--- src/rtl/wide_mul_seq_pkg.sv ---
package wide_mul_seq_pkg;
   localparam int NUM_PASSES = 4;

   typedef enum logic [1:0] {
      PASS_LL = 2'd0,
      PASS_HH = 2'd1,
      PASS_LH = 2'd2,
      PASS_HL = 2'd3
   } pass_e;
endpackage

--- src/rtl/byte_mul.sv ---
module byte_mul #(
   parameter int HALF_W = 8,
   parameter int ARCH   = 0,
   localparam int PROD_W = 2 * HALF_W
) (
   input  logic [HALF_W-1:0] mul_x,
   input  logic [HALF_W-1:0] mul_y,
   output logic [PROD_W-1:0] mul_p
);
   generate
      if (ARCH == 0) begin : g_operator
         assign mul_p = PROD_W'(mul_x) * PROD_W'(mul_y);
      end else begin : g_shift_add
         always_comb begin
            mul_p = '0;
            for (int i = 0; i < HALF_W; i++) begin
               if (mul_y[i]) mul_p = mul_p + (PROD_W'(mul_x) << i);
            end
         end
      end
   endgenerate
endmodule

--- src/rtl/mul_seq_ctrl.sv ---
module mul_seq_ctrl
   import wide_mul_seq_pkg::*;
(
   input  logic  clk,
   input  logic  rst_n,
   input  logic  start,
   output logic  load,
   output logic  step,
   output pass_e pass,
   output logic  busy,
   output logic  done
);
   logic  busy_q, done_q;
   pass_e pass_q;

   assign load = start && !busy_q;
   assign step = busy_q;
   assign pass = pass_q;
   assign busy = busy_q;
   assign done = done_q;

   always_ff @(posedge clk or negedge rst_n) begin
      if (!rst_n) begin
         busy_q <= 1'b0;
         done_q <= 1'b0;
         pass_q <= PASS_LL;
      end else begin
         done_q <= 1'b0;
         if (load) begin
            busy_q <= 1'b1;
            pass_q <= PASS_LL;
         end else if (busy_q) begin
            if (pass_q == PASS_HL) begin
               busy_q <= 1'b0;
               done_q <= 1'b1;
            end else begin
               pass_q <= pass_e'(pass_q + 2'd1);
            end
         end
      end
   end
endmodule

--- src/rtl/mul_seq_accum.sv ---
module mul_seq_accum
   import wide_mul_seq_pkg::*;
#(
   parameter int HALF_W = 8,
   localparam int PROD_W = 2 * HALF_W,
   localparam int RES_W  = 4 * HALF_W
) (
   input  logic              clk,
   input  logic              rst_n,
   input  logic              en,
   input  pass_e             pass,
   input  logic [PROD_W-1:0] prod,
   output logic [RES_W-1:0]  res,
   output logic              carry_top
);
   logic [HALF_W-1:0] byte_q [4];
   logic [HALF_W-1:0] p_lo, p_hi;
   logic [HALF_W:0]   sum1, sum2, sum3;

   assign p_lo = prod[HALF_W-1:0];
   assign p_hi = prod[PROD_W-1:HALF_W];

   always_comb begin
      sum1 = {1'b0, byte_q[1]} + {1'b0, p_lo};
      sum2 = {1'b0, byte_q[2]} + {1'b0, p_hi} + (HALF_W+1)'(sum1[HALF_W]);
      sum3 = {1'b0, byte_q[3]} + (HALF_W+1)'(sum2[HALF_W]);
   end

   assign carry_top = en && pass[1] && sum3[HALF_W];

   always_ff @(posedge clk or negedge rst_n) begin
      if (!rst_n) begin
         for (int k = 0; k < 4; k++) byte_q[k] <= '0;
      end else if (en) begin
         case (pass)
            PASS_LL: begin
               byte_q[0] <= p_lo;
               byte_q[1] <= p_hi;
            end
            PASS_HH: begin
               byte_q[2] <= p_lo;
               byte_q[3] <= p_hi;
            end
            default: begin
               byte_q[1] <= sum1[HALF_W-1:0];
               byte_q[2] <= sum2[HALF_W-1:0];
               byte_q[3] <= sum3[HALF_W-1:0];
            end
         endcase
      end
   end

   assign res = {byte_q[3], byte_q[2], byte_q[1], byte_q[0]};
endmodule

--- src/rtl/wide_mul_seq.sv ---
module wide_mul_seq
   import wide_mul_seq_pkg::*;
#(
   parameter int HALF_W   = 8,
   parameter int MUL_ARCH = 0,
   localparam int OP_W  = 2 * HALF_W,
   localparam int RES_W = 4 * HALF_W
) (
   input  logic             clk,
   input  logic             rst_n,
   input  logic             start,
   input  logic [OP_W-1:0]  op_a,
   input  logic [OP_W-1:0]  op_b,
   output logic             busy,
   output logic             done,
   output logic [RES_W-1:0] result
);
   initial begin
      assert (HALF_W >= 2) else $error("HALF_W must be at least 2");
      assert (MUL_ARCH == 0 || MUL_ARCH == 1) else $error("MUL_ARCH must be 0 or 1");
   end

   logic            load, step, carry_top;
   pass_e           pass;
   logic [OP_W-1:0] a_q, b_q;
   logic [HALF_W-1:0] sel_x, sel_y;
   logic [OP_W-1:0] prod;

   mul_seq_ctrl u_ctrl (
      .clk(clk), .rst_n(rst_n), .start(start),
      .load(load), .step(step), .pass(pass),
      .busy(busy), .done(done)
   );

   always_ff @(posedge clk or negedge rst_n) begin
      if (!rst_n) begin
         a_q <= '0;
         b_q <= '0;
      end else if (load) begin
         a_q <= op_a;
         b_q <= op_b;
      end
   end

   always_comb begin
      sel_x = pass[0] ? a_q[OP_W-1:HALF_W] : a_q[HALF_W-1:0];
      case (pass)
         PASS_LL, PASS_HL: sel_y = b_q[HALF_W-1:0];
         default:          sel_y = b_q[OP_W-1:HALF_W];
      endcase
   end

   byte_mul #(.HALF_W(HALF_W), .ARCH(MUL_ARCH)) u_mul (
      .mul_x(sel_x), .mul_y(sel_y), .mul_p(prod)
   );

   mul_seq_accum #(.HALF_W(HALF_W)) u_acc (
      .clk(clk), .rst_n(rst_n), .en(step), .pass(pass),
      .prod(prod), .res(result), .carry_top(carry_top)
   );
endmodule

--- config.mk ---
export PLATFORM = sky130hd
export DESIGN_NAME = wide_mul_seq
export DESIGN_NICKNAME = d
export VERILOG_FILES = /design/src/rtl/wide_mul_seq_pkg.sv /design/src/rtl/byte_mul.sv /design/src/rtl/mul_seq_ctrl.sv /design/src/rtl/mul_seq_accum.sv /design/src/rtl/wide_mul_seq.sv
export SDC_FILE = /design/constraint.sdc
export NUM_CORES = 1
export LEC_CHECK = 0
export ABC_AREA = 1
export BUFFER_PORTS_ARGS = -buffer_cell sky130_fd_sc_hd__buf_2
export CELL_PAD_IN_SITES_DETAIL_PLACEMENT = 1
export CELL_PAD_IN_SITES_GLOBAL_PLACEMENT = 1
export CORE_UTILIZATION = 45
export CTS_BUF_LIST = sky130_fd_sc_hd__clkbuf_8 sky130_fd_sc_hd__clkbuf_16
export CTS_CLUSTER_SIZE = 40
export DETAILED_ROUTE_END_ITERATION = 10
export MAX_ROUTING_LAYER = met4
export PLACE_DENSITY_LB_ADDON = 0.1
export SLEW_MARGIN = 30
export SYNTH_ARGS = -nofsm -noshare
export SYNTH_HDL_FRONTEND = slang
export SYNTH_SLANG_ARGS = --single-unit
--- constraint.sdc ---
create_clock -name clk -period 11.4 [get_ports clk]
set_clock_uncertainty 0.15 [all_clocks]
set_input_delay 1.71 -clock clk [delete_from_list [all_inputs] [get_ports clk]]
set_output_delay 1.71 -clock clk [all_outputs]
set_load 0.005 [all_outputs]
==> summary.txt <==
Outcome: complete, no violations
Top cells by area, synth: dfrtp_1 28%, fa_1 13%, ha_1 12%, nand2_1 11%, inv_1 8.8%
Routability cong.: 0.927
Area delta synth->final: 12.7%
Setup crit end kind: flip-flop
First-pass GRT wire length: 28,700 um
Slew Limit Fails: 0
Worst-path maximum fanout: 21
Synth unique cells: 36
Post-DP HPWL: 13,900 um
Initial antenna violation count: 0
FF+latch count, synth: 68
Vias per inst: 5.28
Num CTS Buffers: 9
Final Critical Period: 8540 ps
CP Class: reg -> reg
Row cnt: 41
Syn avg cell area: 7.71 sq um
Remaining antenna violation count: 0
Height of the chip: 117 um
Fill count: 1,634
Crit Reg-Reg Startpoint: u_ctrl.pass[0]$_DFFE_PN0P_
Setup TNS: 0 ps
Layout Cells excl Fill: 1,019
Final worst slack: 2860 ps
Setup bufs post-CTS: 0
Worst r2r path cells: 34
Residual DRC: 0
GRT Residual Overflow: 0
Die span in x: 117 um
Post-placement cell count: 1,003
CTS clk-pin slew, worst paths: 60 ps
Netlist Area Pre-Place: 5990 sq um
Seq/Total Area, Yosys: 28.4%
Max frequency: 117 MHz
Global Route Usage Sum: 27.3%
Worst setup path startpoint: u_ctrl.pass[0]$_DFFE_PN0P_
Setup slack, reg-to-reg: 2860 ps
Die ar.: 13,800 sq um
Number of port buffers: 68
RSZ-0062 raised after global routing: no
First drt pass iteration count: 6
Share of layout cells above drive strength 1: 13.6%
Worst-Margin Slew: 931 ps
Slowest CP cell: dfrtp_1
Cell with the most instances after synthesis: nand2_1
Via count: 5,378
IO Count: 69
Syn nets: 907
Cell count after synthesis: 777
CTS tree: yes
Worst slew margin: 37.3%
Worst EP arrival: 8620 ps
Pre-CTS setup slack: 3000 ps
H-tree Lvls: 3
Post-cts resize count: 0
Crit-path leading delay family: adder cells
Fin crit share: 74.9%
Vias in the first global route: 5,761
Core area: 12,800 sq um
Largest net degree at the start of global routing: 69
Clock Root Buffer: clkbuf_16
Synth area leader: dfrtp_1
Final nets: 972
Slowest cell delay on critical path: 710 ps
Total of max-cap violations: 0
N_diodes: 0
Clk_lat worst skew: 350 ps
Worst path bufs/invs: 6
Ys flop type: dfrtp_1
First DRT Iteration DRCs: 273
Starting Density: 46.7%
Final wirelength: 17,100 um
CP required: 11,480 ps
Synth warn: 0
Routed wire per std cell: 16.8 um
CP startpoint kind: flip-flop
Hold buffer count at cts: 0
Worst Hold Depth: 2
Number of synthesized flops with an enable pin: 0
Worst hold endpoint: u_acc.res[3]$_DFFE_PN0P_
FFs w/ async S/R, synth: 100%
Clock sinks: 68
Worst min-delay path category: reg -> reg
Worst reg2reg path endpoint: u_acc.res[28]$_DFFE_PN0P_
Synth cell count leaders: 180 x nand2_1, 141 x inv_1, 78 x nor2_1, 68 x dfrtp_1
CTS max path bufs: 2
Yosys top cell area share: 28.4%
Hold wc startpoint: u_acc.res[3]$_DFFE_PN0P_
# setup viols final: 0
Hold Fails Final Rpt: 0
[per-stage QoR]
step / cell area, sq um / utilization [%] / hold WS [ps]
6_report: 6750 / 52.6 / 348
5_1_grt: 6750 / 52.6 / 380
4_1_cts: 6740 / 52.6 / 349
3_5_place_dp: 6460 / 50.4 / 334
3_3_place_gp: 6460 / 50.4 / 324
2_1_floorplan: 5990 / - / 322
[placed cells by master, fill, tap and decap left out, drive strengths merged, types with 7 or more instances in the layout]
master,n
nand2,184
inv,142
clkinv,8
dfrtp,68
nor2,81
fa,39
a21oi,57
clkbuf,9
ha,56
nand3,34
mux2,16
nand4,7
o21ai,46
xor2,9
buf,70
[logic make-up after synthesis]
logic type | synth area share [%]
AOI/OAI and AO/OA | 10.0
xor gates and xnor gates | 1.88
adders and majority gates | 24.7
buffers and inverters | 10.6
DFF | 28.4
muxes | 3.01
and+or+nand+nor | 21.4
[worst max-delay path by stage]
stage,to,slack (ps),depth (start not counted)
6_report,u_acc.res[28]$_DFFE_PN0P_,2860,34
3_5_place_dp,u_acc.res[28]$_DFFE_PN0P_,3000,34
3_3_place_gp,u_acc.res[28]$_DFFE_PN0P_,3320,34
2_1_floorplan,u_acc.res[30]$_DFFE_PN0P_,3920,37
4_1_cts,u_acc.res[28]$_DFFE_PN0P_,2880,34
5_1_grt,u_acc.res[28]$_DFFE_PN0P_,2100,34
[sequential cells by signal, indices dropped and copies added (netlist names)]
signal / cells
u_acc.res: 32
a_q: 16
b_q: 16
u_ctrl.pass: 2
u_ctrl.busy: 1
u_ctrl.done: 1
[layout make-up]
cell class	instances	area [sq um]	area share, %
inverter	143	537	7.95
clock buffer	9	225	3.34
sequential	68	1700	25.2
tap	172	215	3.19
multi-input combinational	550	3660	54.2
timing repair buffer	70	359	5.32
clock inverter	7	53.8	0.797
[per-layer routing]
| layer | vias to the layer above | GRT usage (%) | part of all wire, % |
|---|---|---|---|
| li1 | 2560 | - | - |
| met1 | 2673 | 29.5 | 40 |
| met2 | 111 | 49.7 | 53 |
| met3 | 34 | 4.04 | 3.3 |
| met4 | 0 | 11.2 | 3.6 |
| met5 | - | - | 0 |
[worst register-to-register path: cells and delay by family (launching register included)]
| family | cells | cell delay (ps) |
|---|---|---|
| and+or+nand+nor | 8 | 960 |
| adders and majority gates | 11 | 4380 |
| xor gates and xnor gates | 2 | 320 |
| AOI/OAI and AO/OA | 7 | 1520 |
| DFF | 1 | 710 |
| buffers and inverters | 6 | 390 |
Power is not shown: default switching activity piles up to over one toggle a cycle in this logic, so the estimate is an artifact.
